[config.mk]
export PLATFORM = sky130hd
export DESIGN_NAME = sg_vec_seq
export DESIGN_NICKNAME = d
export VERILOG_FILES = /design/src/rtl/sgv_pkg.sv /design/src/rtl/sgv_offset.sv /design/src/rtl/sgv_lane_addr.sv /design/src/rtl/sg_vec_seq.sv
export SDC_FILE = /design/constraint.sdc
export NUM_CORES = 1
export LEC_CHECK = 0
export BUFFER_PORTS_ARGS = -buffer_cell sky130_fd_sc_hd__buf_4
export CAP_MARGIN = 25
export CORE_AREA = 2 2 261 263
export DETAILED_ROUTE_END_ITERATION = 10
export DIE_AREA = 0 0 263 265
export REMOVE_ABC_BUFFERS = 1
export SLEW_MARGIN = 20
export SYNTH_ARGS = -nofsm -noshare
export SYNTH_HDL_FRONTEND = slang
export SYNTH_SLANG_ARGS = --single-unit
[constraint.sdc]
create_clock -name clk -period 5.8 [get_ports clk]
set_input_delay 1.16 -clock clk [delete_from_list [all_inputs] [get_ports clk]]
set_output_delay 1.16 -clock clk [all_outputs]
set_load 0.02 [all_outputs]
[src/rtl/sgv_pkg.sv]
package sgv_pkg;
    typedef enum logic [1:0] {
        SG_IDLE = 2'd0,
        SG_RUN  = 2'd1,
        SG_WAIT = 2'd2,
        SG_FIN  = 2'd3
    } sg_state_e;
endpackage

[src/rtl/sgv_offset.sv]
module sgv_offset #(
    parameter int WORD_W = 32,
    parameter int IMM_W  = 7
) (
    input  logic [IMM_W-1:0]  imm,
    input  logic              pair,
    input  logic              add,
    output logic [WORD_W-1:0] off
);
    logic [WORD_W-1:0] mag;

    always_comb begin
        mag = {{(WORD_W-IMM_W){1'b0}}, imm} << (pair ? 3 : 2);
        off = add ? mag : (WORD_W'(0) - mag);
    end
endmodule

[src/rtl/sgv_lane_addr.sv]
module sgv_lane_addr #(
    parameter int WORD_W = 32,
    parameter int LANES  = 4,
    localparam int LIDX  = $clog2(LANES),
    localparam int VEC_W = WORD_W * LANES
) (
    input  logic [VEC_W-1:0]  av,
    input  logic [LIDX-1:0]   lane,
    input  logic              pair,
    input  logic [WORD_W-1:0] off,
    output logic [WORD_W-1:0] addr,
    output logic [LIDX-1:0]   wb_lane,
    output logic [WORD_W-1:0] wb_val,
    output logic              wb_here
);
    localparam int WBYTES = WORD_W / 8;

    logic [WORD_W-1:0] lane_base [LANES];

    for (genvar g = 0; g < LANES; g++) begin : g_unpack
        assign lane_base[g] = av[g*WORD_W +: WORD_W];
    end

    always_comb begin
        wb_lane = pair ? {lane[LIDX-1:1], 1'b0} : lane;
        addr    = lane_base[wb_lane] + off
                + ((pair && lane[0]) ? WORD_W'(WBYTES) : WORD_W'(0));
        wb_val  = pair ? addr - WORD_W'(WBYTES) : addr;
        wb_here = !pair || lane[0];
    end
endmodule

[src/rtl/sg_vec_seq.sv]
module sg_vec_seq #(
    parameter int WORD_W = 32,
    parameter int LANES  = 4,
    parameter int IMM_W  = 7,
    parameter int RIDX_W = 3,
    localparam int VEC_W  = WORD_W * LANES,
    localparam int BYTES  = WORD_W / 8,
    localparam int MASK_W = LANES * BYTES,
    localparam int LIDX   = $clog2(LANES),
    localparam int LSH    = $clog2(WORD_W),
    localparam int VIDX   = LIDX + LSH
) (
    input  logic              clk,
    input  logic              rst_n,
    input  logic              start,
    input  logic              cmd_store,
    input  logic              cmd_pair,
    input  logic              cmd_add,
    input  logic [IMM_W-1:0]  cmd_imm,
    input  logic              cmd_wb,
    input  logic [MASK_W-1:0] cmd_pred,
    input  logic [MASK_W-1:0] cmd_beat,
    input  logic [RIDX_W-1:0] cmd_dst_sel,
    input  logic [RIDX_W-1:0] cmd_adr_sel,
    input  logic [VEC_W-1:0]  data_in,
    input  logic [VEC_W-1:0]  addr_in,
    output logic              busy,
    output logic              reject,
    output logic              done,
    output logic [VEC_W-1:0]  data_out,
    output logic [VEC_W-1:0]  addr_out,
    output logic              mem_req_valid,
    input  logic              mem_req_ready,
    output logic              mem_req_write,
    output logic [WORD_W-1:0] mem_req_addr,
    output logic [WORD_W-1:0] mem_req_wdata,
    input  logic              mem_rsp_valid,
    input  logic [WORD_W-1:0] mem_rsp_rdata
);
    import sgv_pkg::*;

    typedef struct packed {
        sg_state_e         st;
        logic [LIDX-1:0]   lane;
        logic [VEC_W-1:0]  dv;
        logic [VEC_W-1:0]  av;
        logic [MASK_W-1:0] pm;
        logic [MASK_W-1:0] bm;
        logic              store;
        logic              pair;
        logic              wb;
        logic [WORD_W-1:0] off;
        logic              rej;
    } seq_t;

    seq_t seq_d, seq_q;

    logic [WORD_W-1:0] cmd_off;
    logic [WORD_W-1:0] lane_addr;
    logic [LIDX-1:0]   wb_lane;
    logic [WORD_W-1:0] wb_val;
    logic              wb_here;
    logic [VIDX-1:0]   cur_bit;
    logic [VIDX-1:0]   wb_bit;

    sgv_offset #(.WORD_W(WORD_W), .IMM_W(IMM_W)) u_offset (
        .imm  (cmd_imm),
        .pair (cmd_pair),
        .add  (cmd_add),
        .off  (cmd_off)
    );

    sgv_lane_addr #(.WORD_W(WORD_W), .LANES(LANES)) u_lane_addr (
        .av      (seq_q.av),
        .lane    (seq_q.lane),
        .pair    (seq_q.pair),
        .off     (seq_q.off),
        .addr    (lane_addr),
        .wb_lane (wb_lane),
        .wb_val  (wb_val),
        .wb_here (wb_here)
    );

    assign cur_bit = {seq_q.lane, {LSH{1'b0}}};
    assign wb_bit  = {wb_lane, {LSH{1'b0}}};

    always_comb begin
        logic adv;
        logic do_wb;
        seq_d = seq_q;
        seq_d.rej = 1'b0;
        adv   = 1'b0;
        do_wb = 1'b0;
        unique case (seq_q.st)
            SG_IDLE: begin
                if (start) begin
                    if (!cmd_store && (cmd_dst_sel == cmd_adr_sel)) begin
                        seq_d.rej = 1'b1;
                    end else begin
                        seq_d.st    = SG_RUN;
                        seq_d.lane  = '0;
                        seq_d.dv    = data_in;
                        seq_d.av    = addr_in;
                        seq_d.pm    = cmd_pred;
                        seq_d.bm    = cmd_beat;
                        seq_d.store = cmd_store;
                        seq_d.pair  = cmd_pair;
                        seq_d.wb    = cmd_wb;
                        seq_d.off   = cmd_off;
                    end
                end
            end
            SG_RUN: begin
                if (!seq_q.bm[0]) begin
                    adv = 1'b1;
                end else if (!seq_q.pm[0]) begin
                    if (!seq_q.store) begin
                        seq_d.dv[cur_bit +: WORD_W] = '0;
                    end
                    do_wb = 1'b1;
                    adv   = 1'b1;
                end else if (mem_req_ready) begin
                    if (seq_q.store) begin
                        do_wb = 1'b1;
                        adv   = 1'b1;
                    end else begin
                        seq_d.st = SG_WAIT;
                    end
                end
            end
            SG_WAIT: begin
                if (mem_rsp_valid) begin
                    seq_d.dv[cur_bit +: WORD_W] = mem_rsp_rdata;
                    do_wb = 1'b1;
                    adv   = 1'b1;
                end
            end
            default: begin
                seq_d.st = SG_IDLE;
            end
        endcase
        if (do_wb && seq_q.wb && wb_here) begin
            seq_d.av[wb_bit +: WORD_W] = wb_val;
        end
        if (adv) begin
            seq_d.pm = seq_q.pm >> BYTES;
            seq_d.bm = seq_q.bm >> BYTES;
            if (seq_q.lane == LIDX'(LANES-1)) begin
                seq_d.st = SG_FIN;
            end else begin
                seq_d.lane = seq_q.lane + LIDX'(1);
                seq_d.st   = SG_RUN;
            end
        end
    end

    always_ff @(posedge clk or negedge rst_n) begin
        if (!rst_n) begin
            seq_q <= '0;
        end else begin
            seq_q <= seq_d;
        end
    end

    assign busy          = (seq_q.st != SG_IDLE);
    assign done          = (seq_q.st == SG_FIN);
    assign reject        = seq_q.rej;
    assign data_out      = seq_q.dv;
    assign addr_out      = seq_q.av;
    assign mem_req_valid = (seq_q.st == SG_RUN) && seq_q.bm[0] && seq_q.pm[0];
    assign mem_req_write = seq_q.store;
    assign mem_req_addr  = lane_addr;
    assign mem_req_wdata = seq_q.dv[cur_bit +: WORD_W];
endmodule

# Yosys cells after proc, flatten, opt, wreduce, memory -nomap -nowiden
# Index checks and enable logic that the tools add are counted.
[classes] n_addsub=7 order_cmp=1 eq_ne=19 shifts=7 n_mux=39 bitwise=2 n_reduce_logical=18
[ops] operator="two-way mux 128 bit" n=5
[ops] operator="bitwise mux 128 bit" n=3
[ops] operator="case mux 128 bit (3 select lines)" n=1
[ops] operator="two-way mux 328 bit" n=1
[ops] operator="two-way mux 327 bit" n=1
[ops] operator="variable shift 32 x 9 -> 128 bit, first input constant" n=2
[ops] operator="indexed part select 32 x 9 -> 128 bit" n=2
[ops] operator="two-way mux 196 bit" n=1
[ops] operator="two-way mux 32 bit" n=5
[ops] operator="indexed part select 128 x 8 -> 32 bit" n=1
[ops] operator="indexed part select 32 x 9 -> 128 bit, first input constant" n=1
[ops] operator="adder 32 bit" n=2
[ops] operator="binary-select mux 32 bit (select 2 bit)" n=1
[ops] operator="<< shifter 7 x 32 -> 32 bit" n=1
[ops] operator="subtractor 1 x 32 -> 32 bit, first input constant" n=1
[ops] operator="subtractor 32 x 3 -> 32 bit, second input constant" n=1
[ops] operator="!= test 3 bit, second input constant" n=6
[ops] operator="negator 7 -> 9 bit" n=2
[ops] operator="two-way mux 2 bit" n=7
[ops] operator="!= test 2 bit, second input constant" n=7
[ops] operator="AND reduction 7 bit" n=2
[ops] operator="two-way mux 1 bit" n=9
[ops] operator="== test 2 bit, second input constant" n=3
[ops] operator="logical AND 1 bit" n=6
[ops] operator="17 further kinds" n=22
[word_totals] reg_bits=328 out_inout_bits=325

# Depth between registers and ports, before layout
# Gate-level depths: netlist (run 1).
[depth] word_depth=12 depth_mapped=19 ltp_nobuf=18

# By module
# Synthesis (run 1) repeated with hierarchy kept, for this count alone.
[hier_totals] hier_cells=1962 hier_area_um2=21295.4
[modules_own_cells] mod="sg_vec_seq" n_inst=1 cells_each=1406 area_each_um2=16926.2 seq_area_each_um2=7607.3
[modules_own_cells] mod="sgv_lane_addr" n_inst=1 cells_each=471 area_each_um2=3832.4 seq_area_each_um2=0.0
[modules_own_cells] mod="sgv_offset" n_inst=1 cells_each=85 area_each_um2=536.8 seq_area_each_um2=0.0

# Worst setup path after synthesis (run 1)
# No wires, ideal clock.
[synth_timing] path_kind="flip-flop to output port" start="register seq_q, in the netlist cur_bit[6]" end="output mem_req_addr[30]" arrival_ps=4643 t_required_ps=4640 path_slack_ps=-3 stages_incl_launch_ff=13 n_path_buf=3 cell_sequence="dfrtp_1 > clkbuf_1 > clkbuf_1 > mux4_2 > ha_1 > ha_1 > clkbuf_1 > nand2_1 > nor4_1 > a21oi_1 > o2111a_1 > a211oi_1 > inv_1"
[synth_between] elab_chain_cells=6
[synth_rtl] element="start, declared" line="sg_vec_seq.sv:56" text="seq_t seq_d, seq_q;"
[synth_rtl] element="start signal, assigned" line="sg_vec_seq.sv:161" text="seq_q <= seq_d;"
[synth_rtl] element="NOT 2 -> 3 bit (implied by the code)" line="sgv_lane_addr.sv:26" text="addr = lane_base[wb_lane] + off"
[synth_rtl] element="binary-select mux 32 bit (select 2 bit)" line="sgv_lane_addr.sv:26"
[synth_rtl] element="two-way mux 32 bit (implied by the code) (2 in a row)" line="sgv_lane_addr.sv:26"
[synth_rtl] element="adder 32 bit" line="sgv_lane_addr.sv:26"
[synth_rtl] element="adder 32 bit" line="sgv_lane_addr.sv:27" text="+ ((pair && lane[0]) ? WORD_W'(WBYTES) : WORD_W'(0));"
[synth_rtl] element="end, declared" line="sg_vec_seq.sv:35" text="output logic [WORD_W-1:0] mem_req_addr,"
# Every way passes these cells. The select of a mux whose other input is x is not followed.

# Worst setup path in the final report (run 1)
[layout_timing] start="register seq_q, in the netlist cur_bit[5]" end="output mem_req_addr[26]"
[layout_between] elab_chain_cells=7
[layout_rtl] element="two-way mux 1 bit" line="sgv_lane_addr.sv:25" text="wb_lane = pair ? {lane[LIDX-1:1], 1'b0} : lane;"
[layout_rtl] element="NOT 2 -> 3 bit (implied by the code)" line="sgv_lane_addr.sv:26"
[layout_rtl] element="binary-select mux 32 bit (select 2 bit)" line="sgv_lane_addr.sv:26"
[layout_rtl] element="two-way mux 32 bit (implied by the code) (2 in a row)" line="sgv_lane_addr.sv:26"
[layout_rtl] element="adder 32 bit" line="sgv_lane_addr.sv:26"
[layout_rtl] element="adder 32 bit *" line="sgv_lane_addr.sv:27"
# Every way passes the cells marked *; elsewhere a longest branch is shown, timed or not. The select of a mux whose other input is x is not followed.

==> results of run 1 <==
==> area by class of cell <==
| type | count | area, um2 |
|---|---|---|
| multi-input cells | 1338 | 10200 |
| repair buffers | 718 | 5530 |
| fillers | 6737 | 41500 |
| clock inverters | 12 | 121 |
| diodes | 8 | 20.0 |
| inverters | 30 | 113 |
| clock buffers | 53 | 1110 |
| flip-flops and latches | 287 | 7190 |
| well taps | 873 | 1090 |
==> routing by layer <==
| layer | vias up | track usage | share of wire |
|---|---|---|---|
| met3 | 163 | 0.0773 | 0.091 |
| met4 | 12 | 0.119 | 0.050 |
| li1 | 8022 | - | - |
| met5 | - | 0 | 0.00083 |
| met2 | 849 | 0.423 | 0.49 |
| met1 | 9015 | 0.287 | 0.37 |
==> worst paths after layout <==
check | from | endpoint | slack (ns) | cells after the start
worst max-delay path | cur_bit[5] | mem_req_addr[26] | 0.17 | 15
worst min-delay path | seq_q[33] | seq_q[33] | 0.48 | 2
worst max register to register | cur_bit[5] | addr_out[20] | 0.35 | 17
worst min register to register | seq_q[33] | seq_q[33] | 0.48 | 2
max in group asynchronous | rst_n | addr_out[126] | 3.76 | 2
min in group asynchronous | rst_n | addr_out[27] | 0.51 | 1
==> cell usage after synthesis, types with 8 or more instances <==
cell	instances	area share
dfrtp_1	287	0.36
buf_4	258	0.098
nand2_1	237	0.045
o21ai_0	169	0.043
mux2i_1	128	0.065
a22oi_1	127	0.048
clkbuf_1	107	0.020
o22ai_1	103	0.033
ha_1	72	0.046
nor2_1	70	0.013
mux4_2	64	0.073
a21oi_1	54	0.014
inv_1	28	0.0053
xnor2_1	20	0.0089
xor2_1	20	0.0089
or3_1	19	0.0060
nor3_1	16	0.0041
a21o_1	15	0.0057
and2_1	15	0.0048
nand3_1	15	0.0038
a31oi_1	14	0.0044
buf_1	13	0.0025
nand2b_1	13	0.0041
o221ai_1	12	0.0053
a211oi_1	11	0.0042
and3_1	11	0.0035
o211ai_1	11	0.0042
o311ai_1	8	0.0036
==> cells by family after synthesis <==
family	count (synthesis)
AO/OA/AOI/OAI	583
XOR/XNOR	40
adder cells (fa/ha/maj)	74
buffers and inverters	420
flip-flops	287
multiplexers	194
AND/OR/NAND/NOR	447
==> registers in the layout, summed over array words and instances (netlist names) <==
name,flops
addr_out,128
data_out,128
seq_q,27
cur_bit,2
mem_req_write,1
reject,1
==> layout by cell type, fill, tap and decap left out, types with 19 or more instances in the layout <==
| master | instances |
|---|---|
| mux2i_1 | 128 |
| ha_1 | 71 |
| dfrtp_1 | 284 |
| o22ai_1 | 103 |
| clkbuf_16 | 38 |
| a22oi_1 | 127 |
| nand2_1 | 237 |
| a21oi_1 | 49 |
| buf_4 | 706 |
| nor2_1 | 65 |
| inv_1 | 28 |
| or3_1 | 19 |
| o21ai_0 | 167 |
| mux4_2 | 64 |
==> timing repair <==
item / in CTS / in global routing
gates resized for setup: 8 / 30
pin swaps: 1 / 5
endpoints found under the setup margin: 14 / 18
setup buffers: 6 / 2
==> worst reg2reg max path: stages, from the launching register on <==
cell and delay (ns):
dfrtp_2 0.40, inv_1 0.07, nor2_1 0.06, inv_2 0.11
mux4_2 0.53, fa_2 0.38, ha_1 0.22, inv_1 0.09
fa_2 0.24, and2b_4 0.21, o2111a_2 0.32, o31a_1 0.33
or4_4 0.53, a32o_1 0.33, nor4_4 0.41, nand3_2 0.38
xor2_1 0.53, o22ai_1 0.18
==> stage by stage <==
step / setup TNS (ns) / utilization
after detailed placement: 0 / 0.356
final: 0 / 0.379
after global routing: -0.0718 / 0.379
after global placement: 0 / 0.356
after floorplan: -1483.07 / -
after CTS: -0.0219 / 0.376
==> impl_metrics.json, run 1 <==
{
  "maxCapViolations": 0,
  "worstSetupEndpointType": "primary output",
  "cts_buffers": 37,
  "synth_ff_type": "dfrtp_1",
  "antenna_found_initial": 15,
  "ys_seq_area_frac": 0.365,
  "holdCritPathClass": "reg2reg",
  "drt_iter0_drc": 1346,
  "grt_max_degree": 132,
  "synth_edf_count": 0,
  "ios": 667,
  "grt_pass1_vias": 18790,
  "hpwl_mm": 68.0,
  "synth_top_family_by_area": "compound AO/OA/AOI/OAI gates",
  "hold_buffers": 0,
  "required_ns": 4.64,
  "critPathSlowestCell": "dfrtp_2",
  "cts_root_buf": "clkbuf_16",
  "finalHoldViolations": 0,
  "syn_area_um2": 19700,
  "synth_simple_gate_area_frac": 0.105,
  "rsz0062_at_grt": "true",
  "routed_wl_mm": 89.9,
  "io_buffers": 642,
  "via_per_inst": 5.44,
  "synthAdderAreaFrac": 0.0478,
  "gp_congestion": 0.940,
  "initial_core_util": 0.295,
  "cts_tree": "done",
  "async_flop_share": 1.00,
  "post-route-min-period_ns": 5.63,
  "finalMaxSlewViolations": 0,
  "cts_sinks": 287,
  "worstMarginPinSlew_ns": 0.917,
  "synth_warnings": 0,
  "setup.worst_path.start_class": "flip-flop",
  "wl_per_cell_um": 27.1,
  "track_usage": 0.250,
  "synthMuxAreaShare": 0.139,
  "std_cell_rows": 95,
  "dr.pass1.iters": 5,
  "syn_avg_cell_area_um2": 9.63,
  "clock_skew_ns": 0.0249,
  "whs_ns": 0.481,
  "drive_gt1_frac": 0.374,
  "relSlewSlack": 0.389,
  "crit_family": "buffers and inverters",
  "remaining_drc_errors": 0,
  "finalNetCount": 2828,
  "place_area_um2": 23800,
  "die_area_um2": 69700,
  "path_buf_inv": 6,
  "ant_nets": 0,
  "grt_overflow": 0,
  "critical_path_class": "reg2out",
  "synthXorXnorAreaFrac": 0.0178,
  "place_inst": 3236,
  "grt_first_pass_wirelength_mm": 130,
  "area_delta_synth_final_pct": 28.5,
  "crit_chain": "inv_1 -> nor2_1 -> inv_2 -> buf_6 -> buf_4 -> mux4_2 -> ha_1 -> ha_1 -> nand2_1 -> nor2_1 -> a211o_1 -> a221o_1 -> or3_1 -> inv_1 -> buf_4",
  "ys_ff_latch": 287,
  "report.final.setup_viol": 0,
  "clock_latency_ns": 0.56,
  "die_w_um": 263,
  "fin_crit_sh": 0.970,
  "final_area_um2": 25300,
  "cts_max_level": 2,
  "arrival_ns": 4.47,
  "syn_inst": 2045,
  "synth_compound_area_frac": 0.192,
  "clk_pin_slew_ns": 0.06,
  "crit_fanout": 17,
  "core_area_um2": 66800,
  "status": "finished, final reports clean",
  "cts_buffer_depth": 3,
  "pre_cts_ws_ns": 0.224,
  "fmax_mhz": 178,
  "slowest_delay_ns": 0.40,
  "yosysUniqueCellTypes": 88,
  "die_h_um": 265,
  "fin_ws_ns": 0.173,
  "fin_cells": 3319,
  "dr_total_vias": 18061
}
Power of run 1 is left out: the tool's default activity adds up to more than one toggle a clock period on the data nets, which glitch-free logic cannot reach.
==> run 2: changes to the inputs <==
CORE_AREA = default   (was 2 2 261 263)
CORE_MARGIN = 2   (was default)
CORE_UTILIZATION = 30   (was default)
DIE_AREA = default   (was 0 0 263 265)
PLACE_DENSITY = 0.53   (was default)
SETUP_SLACK_MARGIN = 0.02   (was default)
==> run 2 against run 1 <==
Setup slack improved by 0.032 ns. Register-to-register slack improved by 0.22 ns. Non-clock buffer count increased by 14. First-iteration DRC count decreased by 0.37%. Die area decreased by 2.8%. Hold slack improved by 0.010 ns. Utilization increased by 1.3 points. Global-route usage decreased by 0.69 points. Via count decreased by 0.84%. Final cell count decreased by 0.24%. Highest routed layer unchanged.
==> impl_metrics.json, run 2 (same netlist as run 1, synthesis figures left out) <==
{
  "cts_sinks": 287,
  "cts_root_buf": "clkbuf_16",
  "clk_pin_slew_ns": 0.06,
  "fin_crit_sh": 0.965,
  "holdCritPathClass": "reg2reg",
  "arrival_ns": 4.44,
  "whs_ns": 0.491,
  "worstMarginPinSlew_ns": 1.13,
  "grt_first_pass_wirelength_mm": 122,
  "finalNetCount": 2842,
  "routed_wl_mm": 85.7,
  "die_area_um2": 67700,
  "critical_path_class": "reg2out",
  "nFillCells": 6501,
  "pre_cts_ws_ns": 0.249,
  "min_path_cells": 2,
  "cts_buffers": 37,
  "track_usage": 0.243,
  "dr.pass1.iters": 5,
  "clock_latency_ns": 0.55,
  "required_ns": 4.64,
  "r2r-end": "addr_out[20]",
  "cts_buffer_depth": 3,
  "wl_per_cell_um": 25.9,
  "report.final.setup_viol": 0,
  "drt_iter0_drc": 1341,
  "grt_pass1_vias": 18062,
  "place_inst": 3230,
  "antenna_found_initial": 7,
  "hpwl_mm": 64.5,
  "fin_cells": 3311,
  "initial_core_util": 0.305,
  "drive_gt1_frac": 0.374,
  "status": "finished, final reports clean",
  "core_area_um2": 64700,
  "grt_overflow": 0,
  "remaining_drc_errors": 0,
  "endpoint": "mem_req_addr[17]",
  "layout_common_cells": "buf_4, dfrtp_1, nand2_1",
  "die_h_um": 260,
  "std_cell_rows": 93,
  "relSlewSlack": 0.249,
  "via_per_inst": 5.41,
  "dr_total_vias": 17910,
  "die_w_um": 260,
  "post-route-min-period_ns": 5.60,
  "ios": 667,
  "r2r_start": "cur_bit[5]",
  "io_buffers": 642,
  "grt_max_degree": 129,
  "cts_tree": "done",
  "fin_ws_ns": 0.205,
  "fmax_mhz": 179,
  "worstSetupEndpointType": "primary output",
  "area_delta_synth_final_pct": 28.8,
  "maxCapViolations": 0,
  "finalMaxSlewViolations": 0,
  "r2r_cells": 17,
  "hold_buffers": 0,
  "clock_skew_ns": 0.0141,
  "ant_nets": 0,
  "gp_congestion": 0.936,
  "cts_max_level": 2,
  "final_common_cell": "buf_4",
  "setup.worst_path.start_class": "flip-flop",
  "crit_fanout": 6,
  "finalHoldViolations": 0,
  "worst-r2r-setup-slack_ns": 0.57,
  "critical_path.startpoint": "cur_bit[5]",
  "rsz0062_at_grt": "false"
}
## run 2: changes by cell type in the layout (fill, tap and decap cells not counted), sizes merged
cell / delta
clkinv: +4
bufinv: +3
inv: -2
clkbuf: -4
buf: +14
clkinvlp: -1
diode: -4
## run 2: area by class of cell
cell class	count	area (um2)	share of cell area
clock buffer	49	1020	0.0403
clock inverter	16	203	0.00799
antenna	4	10.0	0.000395
multi-input combinational	1338	10100	0.399
timing repair buffer	732	5640	0.222
inverter	30	118	0.00464
tap	855	1070	0.0422
sequential	287	7190	0.283
## run 2: metrics by stage
| stage | util | TNS, ns | area [um2] |
|---|---|---|---|
| 3_3_place_gp | 0.368 | 0 | 23800 |
| 3_5_place_dp | 0.369 | 0 | 23900 |
| 5_1_grt | 0.392 | 0 | 25400 |
| 2_1_floorplan | - | -1483.07 | 17200 |
| 6_report | 0.392 | 0 | 25400 |
| 4_1_cts | 0.390 | -0.0220 | 25200 |
## run 2: worst max-delay path, cell delays in order, from the launching register on
cell and delay (ns):
dfrtp_2 0.40, inv_1 0.11, nor2_4 0.06, clkinv_4 0.07, mux4_2 0.52, fa_2 0.38
ha_1 0.23, inv_1 0.09, fa_2 0.24, and2b_4 0.21, o2111a_2 0.34, o31a_1 0.35
or4_4 0.52, and3_2 0.23, buf_4 0.16
## run 2: how the worst min path moves through the flow
stage	start	to	slack, ns
2_1_floorplan	seq_q[9]	seq_q[9]	0.45
3_3_place_gp	seq_q[33]	seq_q[33]	0.47
3_5_place_dp	seq_q[33]	seq_q[33]	0.48
4_1_cts	seq_q[33]	seq_q[33]	0.49
5_1_grt	seq_q[33]	seq_q[33]	0.52
6_report	seq_q[4]	seq_q[4]	0.49
## run 2: layer usage
layer,GRT usage,wire [um],part of all wire
met4,0.0919,3140,0.037
met3,0.0687,7330,0.086
met5,0,46,0.00054
met2,0.417,42500,0.50
met1,0.287,32700,0.38
## run 2: what timing repair did
action | in CTS | in global routing
pin swaps | 1 | 3
endpoints found under the setup margin | 13 | 13
resized for setup | 14 | 17
setup buffers | 4 | 6
Power of run 2 is left out for the same reason.
